## config.mk

```make
export PLATFORM = sky130hd
export DESIGN_NAME = secded_rd_check
export DESIGN_NICKNAME = d
export VERILOG_FILES = /design/src/rtl/secded_pkg.sv /design/src/rtl/secded_syndrome.sv /design/src/rtl/secded_correct.sv /design/src/rtl/secded_capture.sv /design/src/rtl/secded_rd_check.sv
export SDC_FILE = /design/constraint.sdc
export NUM_CORES = 1
export LEC_CHECK = 0
export BUFFER_PORTS_ARGS = -buffer_cell sky130_fd_sc_hd__buf_4
export CAP_MARGIN = 40
export CELL_PAD_IN_SITES_DETAIL_PLACEMENT = 1
export CELL_PAD_IN_SITES_GLOBAL_PLACEMENT = 2
export CORE_AREA = 8 8 128 130
export DETAILED_ROUTE_END_ITERATION = 16
export DIE_AREA = 0 0 136 138
export PLACE_DENSITY_LB_ADDON = 0.1
export SETUP_SLACK_MARGIN = 0.4
export SLEW_MARGIN = 20
export SYNTH_ARGS = -nofsm -noshare
export SYNTH_HDL_FRONTEND = slang
export SYNTH_SLANG_ARGS = --single-unit
```

## constraint.sdc

```tcl
create_clock -name clk_i -period 8.2 [get_ports clk_i]
set_clock_uncertainty 0.2 [all_clocks]
set_input_delay 2.46 -clock clk_i [delete_from_list [all_inputs] [get_ports clk_i]]
set_output_delay 2.46 -clock clk_i [all_outputs]
set_load 0.01 [all_outputs]
```

## src/rtl/secded_pkg.sv

```systemverilog
package secded_pkg;
  localparam int unsigned DATA_W = 32;
  localparam int unsigned CW_W   = 39;
  localparam int unsigned POS_W  = 7;
  localparam int unsigned SYN_W  = POS_W + 1;

  typedef logic [CW_W-1:0]   cw_t;
  typedef logic [DATA_W-1:0] data_t;
  typedef logic [SYN_W-1:0]  syn_t;

  // codeword index of data bit j: non-power-of-two slots from the top down
  function automatic int unsigned data_pos(int unsigned j);
    int unsigned n;
    data_pos = 0;
    n = DATA_W - 1;
    for (int unsigned p = 3; p < CW_W; p++) begin
      if ((p & (p - 1)) != 0) begin
        if (n == j) data_pos = p;
        n--;
      end
    end
  endfunction
endpackage

```

## src/rtl/secded_syndrome.sv

```systemverilog
module secded_syndrome
  import secded_pkg::*;
(
  input  cw_t  cw_i,
  output syn_t synd_o
);
  logic [POS_W-1:0] pos;

  always_comb begin
    pos = '0;
    for (int unsigned i = 0; i < CW_W; i++)
      if (cw_i[i]) pos ^= POS_W'(i);
  end

  assign synd_o = {pos, ^cw_i};
endmodule

```

## src/rtl/secded_correct.sv

```systemverilog
module secded_correct
  import secded_pkg::*;
(
  input  cw_t   cw_i,
  input  syn_t  synd_i,
  output data_t raw_o,
  output data_t data_o,
  output logic  single_o,
  output logic  uncorr_o
);
  logic [POS_W-1:0] pos;
  cw_t flip;

  assign pos      = synd_i[SYN_W-1:1];
  assign single_o = !synd_i[0] && (pos < POS_W'(CW_W));
  assign uncorr_o = (synd_i[0] && pos != '0) || (!synd_i[0] && pos >= POS_W'(CW_W));

  always_comb begin
    flip = '0;
    if (single_o) flip[pos] = 1'b1;
  end

  for (genvar j = 0; j < DATA_W; j++) begin : g_extract
    localparam int unsigned P = data_pos(j);
    assign raw_o[j]  = cw_i[P];
    assign data_o[j] = cw_i[P] ^ flip[P];
  end

  always_comb begin
    if (uncorr_o) p_nce_passthru_r6: assert (data_o == raw_o);
    if (single_o) p_one_bit_fix_r4: assert ($countones(data_o ^ raw_o) <= 1);
  end
endmodule

```

## src/rtl/secded_capture.sv

```systemverilog
module secded_capture
  import secded_pkg::*;
#(
  parameter int unsigned ADDR_W = 32,
  parameter int unsigned ATTR_W = 8
) (
  input  logic              clk_i,
  input  logic              rst_ni,
  input  logic              ev_valid_i,
  input  logic              single_i,
  input  logic              uncorr_i,
  input  logic              en_sbc_i,
  input  logic              en_nce_i,
  input  logic [ADDR_W-1:0] addr_i,
  input  logic [ATTR_W-1:0] attr_i,
  input  data_t             raw_i,
  input  syn_t              synd_i,
  input  logic              reg_we_i,
  input  logic              reg_sel_i,
  input  logic [1:0]        reg_wdata_i,
  output logic [ADDR_W-1:0] cap_addr_o,
  output logic [ATTR_W-1:0] cap_attr_o,
  output data_t             cap_data_o,
  output syn_t              cap_synd_o,
  output logic              flag_sbc_o,
  output logic              flag_nce_o
);
  logic set_sbc, set_nce, clr_sbc, clr_nce, load;

  assign set_sbc = ev_valid_i && single_i && en_sbc_i;
  assign set_nce = ev_valid_i && uncorr_i && en_nce_i;
  assign load    = set_sbc || set_nce;
  // syndrome capture (sel=1) is read-only: writes there decode to nothing
  assign clr_sbc = reg_we_i && !reg_sel_i && reg_wdata_i[0];
  assign clr_nce = reg_we_i && !reg_sel_i && reg_wdata_i[1];

  always_ff @(posedge clk_i or negedge rst_ni) begin
    if (!rst_ni) begin
      cap_addr_o <= '0;
      cap_attr_o <= '0;
      cap_data_o <= '0;
      cap_synd_o <= '0;
    end else if (load) begin
      cap_addr_o <= addr_i;
      cap_attr_o <= attr_i;
      cap_data_o <= raw_i;
      cap_synd_o <= synd_i;
    end
  end

  always_ff @(posedge clk_i or negedge rst_ni) begin
    if (!rst_ni) begin
      flag_sbc_o <= 1'b0;
      flag_nce_o <= 1'b0;
    end else begin
      flag_sbc_o <= set_sbc || (flag_sbc_o && !clr_sbc);
      flag_nce_o <= set_nce || (flag_nce_o && !clr_nce);
    end
  end

  p_sbc_set_r8: assert property (@(posedge clk_i) disable iff (!rst_ni)
    (ev_valid_i && single_i && en_sbc_i) |=> flag_sbc_o);
  p_nce_set_r8: assert property (@(posedge clk_i) disable iff (!rst_ni)
    (ev_valid_i && uncorr_i && en_nce_i) |=> flag_nce_o);
  p_synd_load_r7: assert property (@(posedge clk_i) disable iff (!rst_ni)
    (ev_valid_i && ((single_i && en_sbc_i) || (uncorr_i && en_nce_i)))
      |=> cap_synd_o == $past(synd_i));
  p_ro_synd_r10: assert property (@(posedge clk_i) disable iff (!rst_ni)
    (reg_we_i && reg_sel_i && !load) |=> $stable(cap_synd_o));
  p_w1c_r9: assert property (@(posedge clk_i) disable iff (!rst_ni)
    (reg_we_i && !reg_sel_i && reg_wdata_i[0] && !(ev_valid_i && single_i && en_sbc_i))
      |=> !flag_sbc_o);
endmodule

```

## src/rtl/secded_rd_check.sv

```systemverilog
module secded_rd_check
  import secded_pkg::*;
#(
  parameter int unsigned ADDR_W = 32,
  parameter int unsigned ATTR_W = 8
) (
  input  logic              clk_i,
  input  logic              rst_ni,
  input  logic              rd_valid_i,
  input  logic [ADDR_W-1:0] rd_addr_i,
  input  logic [ATTR_W-1:0] rd_attr_i,
  input  logic [38:0]       rd_cw_i,
  input  logic              cfg_rpt_sbc_i,
  input  logic              cfg_rpt_nce_i,
  input  logic              reg_we_i,
  input  logic              reg_sel_i,
  input  logic [1:0]        reg_wdata_i,
  output logic [31:0]       rd_data_o,
  output logic [7:0]        synd_o,
  output logic              corr_o,
  output logic              uncorr_o,
  output logic [ADDR_W-1:0] cap_addr_o,
  output logic [ATTR_W-1:0] cap_attr_o,
  output logic [31:0]       cap_data_o,
  output logic [7:0]        cap_synd_o,
  output logic              flag_sbc_o,
  output logic              flag_nce_o
);
  syn_t  synd;
  data_t raw;

  secded_syndrome u_syn (
    .cw_i   (rd_cw_i),
    .synd_o (synd)
  );

  secded_correct u_cor (
    .cw_i     (rd_cw_i),
    .synd_i   (synd),
    .raw_o    (raw),
    .data_o   (rd_data_o),
    .single_o (corr_o),
    .uncorr_o (uncorr_o)
  );

  secded_capture #(.ADDR_W(ADDR_W), .ATTR_W(ATTR_W)) u_cap (
    .clk_i       (clk_i),
    .rst_ni      (rst_ni),
    .ev_valid_i  (rd_valid_i),
    .single_i    (corr_o),
    .uncorr_i    (uncorr_o),
    .en_sbc_i    (cfg_rpt_sbc_i),
    .en_nce_i    (cfg_rpt_nce_i),
    .addr_i      (rd_addr_i),
    .attr_i      (rd_attr_i),
    .raw_i       (raw),
    .synd_i      (synd),
    .reg_we_i    (reg_we_i),
    .reg_sel_i   (reg_sel_i),
    .reg_wdata_i (reg_wdata_i),
    .cap_addr_o  (cap_addr_o),
    .cap_attr_o  (cap_attr_o),
    .cap_data_o  (cap_data_o),
    .cap_synd_o  (cap_synd_o),
    .flag_sbc_o  (flag_sbc_o),
    .flag_nce_o  (flag_nce_o)
  );

  assign synd_o = synd;

  always_comb begin
    p_class_excl_r4: assert (!(corr_o && uncorr_o));
    if (synd == 8'h01) p_clean_r1: assert (!corr_o && !uncorr_o);
  end
endmodule

```

Word-level counts from Yosys, hierarchy flattened
Index checks and enable logic that the tools add are counted.
W data, S select, Z words.
{"block": "word_totals", "input_bits": 88, "out_inout_bits": 124, "word_cells": 143, "regBits": 82}
{"block": "classes", "muxes": 41, "bitwise": 69, "reduce_logical": 23, "magnitude_cmp": 4}
{"op": "$mux W5", "n": 16}
{"op": "$mux W6", "n": 7}
{"op": "$mux W39", "n": 1}
{"op": "$not A3 Y3", "n": 13}
{"op": "$reduce_xor A39 Y1", "n": 1}
{"op": "$mux W4", "n": 8}
{"op": "$xor A1 B1 Y1", "n": 32}
{"op": "$not A2 Y2", "n": 13}
{"op": "$not A4 Y4", "n": 5}
{"op": "$logic_and A1 B1 Y1", "n": 13}
{"op": "$mux W3", "n": 4}
{"op": "$lt A6 B7 Y1 const B", "n": 1}
{"op": "$reduce_bool A7 Y1", "n": 1}
{"op": "$demux W1 S6", "n": 1}
{"op": "$ge A6 B1 Y1 const B", "n": 1}
{"op": "$ge A6 B6 Y1 const B", "n": 1}
{"op": "$lt A6 B6 Y1 const B", "n": 1}
{"op": "$not A1 Y1 const A", "n": 5}
{"op": "$not A5 Y5", "n": 1}
{"op": "$logic_not A1 Y1", "n": 4}
{"op": "$logic_or A1 B1 Y1", "n": 4}
{"op": "$mux W2", "n": 2}
{"op": "$mux W1", "n": 2}

Longest topological paths before layout
{"block": "logic_depth", "depth_word": 76, "depth_mapped": 12, "mapped_depth_nobuf": 9}

Hierarchy
A second synthesis with hierarchy kept.
{"block": "hier_totals", "hier_cells": 375, "hier_area_um2": 5121.2}
{"module": "secded_capture", "seq_area_each_um2": 2052.0, "area_each_um2": 3484.6, "cells_each": 177, "instances": 1}
{"module": "secded_correct", "seq_area_each_um2": 0.0, "area_each_um2": 968.4, "cells_each": 126, "instances": 1}
{"module": "secded_syndrome", "seq_area_each_um2": 0.0, "area_each_um2": 668.1, "cells_each": 72, "instances": 1}

Worst setup path after synthesis
No wires, ideal clock.
{"block": "synth_path", "path_kind": "input -> output", "from": "input rd_cw_i[3]", "to": "output rd_data_o[10]", "stages": 11, "arrival_time_ps": 4879, "slack_ps": 661, "t_required_ps": 5540, "path_buffers": 2, "path_cell_list": "xnor2_1 -> xnor3_1 -> xnor3_1 -> xnor2_2 -> inv_1 -> nand4_1 -> o211a_1 -> buf_2 -> clkbuf_1 -> nand3_1 -> xnor2_1"}
{"block": "synth_via", "word_cells_on_any_way": 73, "classes_between": "3 x order compare; 39 x mux; 27 x bitwise; 4 x reduce/logical"}
{"element": "start, declared", "line": "secded_rd_check.sv:12", "source": "input logic [38:0] rd_cw_i,"}
{"element": "$mux W2 *", "line": "secded_syndrome.sv:12", "source": "if (cw_i[i]) pos ^= POS_W'(i);"}
{"element": "$mux W3 * (2 in a row)", "line": "secded_syndrome.sv:12"}
{"element": "$not A2 Y2 (no line)"}
{"element": "$mux W3 *", "line": "secded_syndrome.sv:12"}
{"element": "$not A3 Y3 (no line)"}
{"element": "$mux W3 *", "line": "secded_syndrome.sv:12"}
{"element": "$mux W4 * (2 in a row)", "line": "secded_syndrome.sv:12"}
{"element": "$not A2 Y2 (no line)"}
{"element": "[... 41 more ...]"}
{"element": "$not A3 Y3 (no line)"}
{"element": "$mux W6 *", "line": "secded_syndrome.sv:12"}
{"element": "net synd_o[2]", "line": "secded_rd_check.sv:19", "source": "output logic [7:0] synd_o,"}
{"element": "$lt A6 B6 Y1 *", "line": "secded_correct.sv:15", "source": "assign single_o = !synd_i[0] && (pos < POS_W'(CW_W));"}
{"element": "$logic_and A1 B1 Y1 *", "line": "secded_correct.sv:15"}
{"element": "net corr_o", "line": "secded_rd_check.sv:20", "source": "output logic corr_o,"}
{"element": "$mux W39 *", "line": "secded_correct.sv:20", "source": "if (single_o) flip[pos] = 1'b1;"}
{"element": "$xor A1 B1 Y1 *", "line": "secded_correct.sv:26", "source": "assign data_o[j] = cw_i[P] ^ flip[P];"}
{"element": "end, declared", "line": "secded_rd_check.sv:18", "source": "output logic [31:0] rd_data_o,"}
Mark *: on every way through the listed nets, which the timed path passes. The rest lies on a longest branch.

Final worst setup path
{"block": "layout_path", "from": "input rd_cw_i[14]", "to": "output rd_data_o[2]"}
{"block": "layout_via", "elab_chain_len": 43, "word_cells_on_any_way": 56, "classes_between": "3 x order compare; 28 x mux; 21 x bitwise; 4 x reduce/logical"}
{"element": "$mux W4", "line": "secded_syndrome.sv:12"}
{"element": "$not A4 Y4 (no line)"}
{"element": "$mux W4", "line": "secded_syndrome.sv:12"}
{"element": "$mux W5 (2 in a row)", "line": "secded_syndrome.sv:12"}
{"element": "$not A2 Y2 (no line) / $mux W5 (equally long branches)"}
{"element": "$mux W5", "line": "secded_syndrome.sv:12"}
{"element": "$not A3 Y3 (no line) / $not A2 Y2 (equally long branches)"}
{"element": "$mux W5", "line": "secded_syndrome.sv:12"}
{"element": "[... 26 more ...]"}
{"element": "$not A3 Y3 (no line)"}
{"element": "$mux W6", "line": "secded_syndrome.sv:12"}
{"element": "$lt A6 B7 Y1 (implied by the code) / $ge A6 B1 Y1 (equally long branches)", "line": "secded_correct.sv:20"}
{"element": "$logic_and A1 B1 Y1 (implied by the code)", "line": "secded_correct.sv:20"}
{"element": "$mux W1 (implied by the code)", "line": "secded_correct.sv:20"}
{"element": "$demux W1 S6"}
{"element": "$mux W39 *", "line": "secded_correct.sv:20"}
{"element": "$xor A1 B1 Y1 *", "line": "secded_correct.sv:26"}
Mark *: on every way between the ends. The rest lies on a longest branch, timed or not.

==> impl_metrics.env <==
export IMPL_status="finished clean"
export IMPL_first_global_vias=4079
export IMPL_viasPerCell=4.57
export IMPL_end_kind="output pin"
export IMPL_layout_drive_gt1_share_pct=58.3
export IMPL_worstPathMaxFanout=5
export IMPL_initial_utilization_pct=30.7
export IMPL_layout_commonest_cell="buf_4"
export IMPL_cts_buffers=9
export IMPL_arrival_ns=5.01
export IMPL_area_growth_pct=51.8
export IMPL_syn_area_per_cell_um2=12.6
export IMPL_vias=3475
export IMPL_antenna_found_initial=0
export IMPL_ctsRootBufferMaster="clkbuf_16"
export IMPL_port_buffers=209
export IMPL_clk_pin_slew_ns=0.06
export IMPL_required_ns=5.54
export IMPL_tritoncts="yes"
export IMPL_yosysUniqueCellTypes=34
export IMPL_maxCapViolations=0
export IMPL_wl_per_cell_um=19.8
export IMPL_maxSlewHeadroom_pct=56.4
export IMPL_finalWirelength_um=15100
export IMPL_p_leak_nw=3.04
export IMPL_synth_seq_cells=81
export IMPL_design_area_mm2=0.00666
export IMPL_ant_nets=0
export IMPL_netlist_area_mm2=0.00439
export IMPL_critPathLaunch="rd_cw_i[14]"
export IMPL_synth_cells=349
export IMPL_reg2reg_from="u_cap.cap_addr_o[4]"
export IMPL_ir_worst_vdd_v=0.000149
export IMPL_synth_warnings=0
export IMPL_worst_slack_ns=0.527
export IMPL_clk_latency_ns=0.34
export IMPL_io_pins=212
export IMPL_finalMaxSlewViolations=0
export IMPL_synth_seq_area_share_pct=46.2
export IMPL_clk_path_buf_depth=2
export IMPL_final_cell_mix="buf_4, dfrtp_1, mux2_2"
export IMPL_htree_levels=3
export IMPL_firstDrtPassIters=4
export IMPL_grt_pass1_wl_um=23500
export IMPL_drc=0
export IMPL_grt_max_degree=50
export IMPL_tightest_slew_ns=0.654
export IMPL_finalHoldViolations=0
export IMPL_cp_start_kind="primary input"
export IMPL_critPathKind="in2out"
export IMPL_chipWidth_um=136
export IMPL_fin_crit_sh_pct=93.6
export IMPL_rows=44
export IMPL_nNetsFinal=659
export IMPL_critPathCapture="rd_data_o[2]"
export IMPL_dieArea_mm2=0.0188
export IMPL_grt_overflow=0
export IMPL_rrSetupSlack_ns=7.20
export IMPL_fillCellCount=1551
export IMPL_rsz0062_at_grt="yes"
export IMPL_whs_ns=0.292
export IMPL_dpl_cell_area_mm2=0.00619
export IMPL_grt_use_total_pct=16.2
export IMPL_fmax_ghz=0.130
export IMPL_antennaDiodeCount=0
export IMPL_min_path_type="reg2reg"
export IMPL_setup_violations=0
export IMPL_clock_sinks=81
export IMPL_hp_start="u_cap.cap_addr_o[0]"
export IMPL_power_density_mw_per_mm2=402
export IMPL_core_area_mm2=0.0143
export IMPL_dp_slack_ns=0.198
export IMPL_drt_iter0_drc=102
export IMPL_fp_dieH_um=138
export IMPL_timing_rr_end="u_cap.cap_addr_o[4]"
export IMPL_dp_hpwl_um=12300
export IMPL_finalCriticalPeriod_ns=7.67
export IMPL_fin_setup_tns_ns=0
export IMPL_rr_worst_depth=1
export IMPL_gp_congestion=0.822
==> timing repair <==
item,4_1_cts,5_1_grt
gates cloned,0,0
hold buffers,0,0
setup buffers,1,1
pin swaps,1,4
endpoints found under the hold margin,0,0
resized for setup,8,19
endpoints found under the setup margin,9,20
==> synthesized netlist by cell type <==
library cell | number | share of area (%)
or4_1 | 1 | 0.17
nor2b_1 | 1 | 0.14
a31oi_1 | 2 | 0.29
a22o_1 | 1 | 0.20
nand2_1 | 10 | 0.86
and3_1 | 3 | 0.43
and2_1 | 2 | 0.29
xnor3_1 | 4 | 2.1
nor3_1 | 12 | 1.4
nand3_1 | 15 | 1.7
nor3b_1 | 1 | 0.17
xnor2_2 | 2 | 0.74
mux2i_4 | 1 | 0.51
nor4_1 | 1 | 0.14
nand2b_1 | 2 | 0.29
dfrtp_1 | 81 | 46
mux2_2 | 70 | 18
o211a_1 | 1 | 0.23
xnor2_1 | 70 | 14
inv_1 | 3 | 0.26
buf_2 | 1 | 0.11
nor2_1 | 9 | 0.77
buf_6 | 2 | 0.51
xor2_2 | 1 | 0.37
mux2_1 | 10 | 2.6
nand4_1 | 2 | 0.29
buf_4 | 8 | 1.4
xor2_1 | 23 | 4.6
clkbuf_1 | 2 | 0.17
a32o_1 | 1 | 0.23
nand3b_1 | 2 | 0.34
conb_1 | 1 | 0.085
o2111ai_1 | 1 | 0.20
or3_1 | 3 | 0.43
==> report_power, final <==
group / total [mW] / switching, mW / internal, mW
logic: 1.54 / 0.748 / 0.792
clock network: 0.426 / 0.180 / 0.247
registers: 0.713 / 0.104 / 0.610
==> kinds of logic after synthesis <==
| group | after synthesis | synth area share [%] |
|---|---|---|
| flops | 81 | 46.2 |
| buf+inv | 16 | 2.42 |
| mux | 81 | 21.0 |
| compound gates | 6 | 1.14 |
| other cells | 1 | 0.0855 |
| simple gates | 64 | 7.39 |
| xor+xnor | 100 | 21.7 |
==> worst min-delay path by stage <==
stage / to / cells after the start
after floorplan: u_cap.flag_nce_o / 1
after detailed placement: u_cap.cap_addr_o[0] / 1
after CTS: u_cap.cap_addr_o[0] / 1
final: u_cap.cap_addr_o[0] / 1
after global routing: u_cap.cap_data_o[27] / 1
after global placement: u_cap.cap_addr_o[3] / 1
==> cell type report <==
cell class | instances | area [um2] | area share, %
clock buffers | 11 | 243 | 3.65
clock inverters | 5 | 62.6 | 0.939
inverters | 3 | 11.3 | 0.169
multi-input cells | 253 | 2410 | 36.2
flip-flops and latches | 81 | 2030 | 30.4
well taps | 184 | 230 | 3.46
repair buffers | 223 | 1670 | 25.1
==> through the flow <==
stage | power, mW | utilization (%) | std cells
4_1_cts | 2.67 | 45.7 | 759
3_3_place_gp | 2.19 | 43.2 | 742
2_1_floorplan | 1.51 | - | 350
6_report | 2.68 | 46.5 | 760
3_5_place_dp | 2.22 | 43.2 | 742
5_1_grt | 2.86 | 46.5 | 760
==> worst max-delay path, cell delays in order <==
cell and delay, ns:
buf_4 0.14, xnor2_1 0.25, xnor3_1 0.41, xnor3_1 0.24, xnor2_2 0.21, inv_2 0.10
and3_1 0.24, or3_4 0.42, nor3_2 0.21, xor2_1 0.18, buf_4 0.16
==> registers in the layout (all words and copies together) (netlist names) <==
signal / flops
u_cap.cap_attr_o: 8
u_cap.cap_addr_o: 32
u_cap.flag_sbc_o: 1
u_cap.cap_synd_o: 7
u_cap.flag_nce_o: 1
u_cap.cap_data_o: 32
==> layer usage <==
metal	global-route usage [%]	up-vias	part of all wire [%]
met5	0	-	0
met4	4.11	0	1.1
met3	7.39	12	9.9
met2	27.2	126	50
met1	18.1	1711	39
li1	-	1626	-
(Power assumes the default switching activity.)
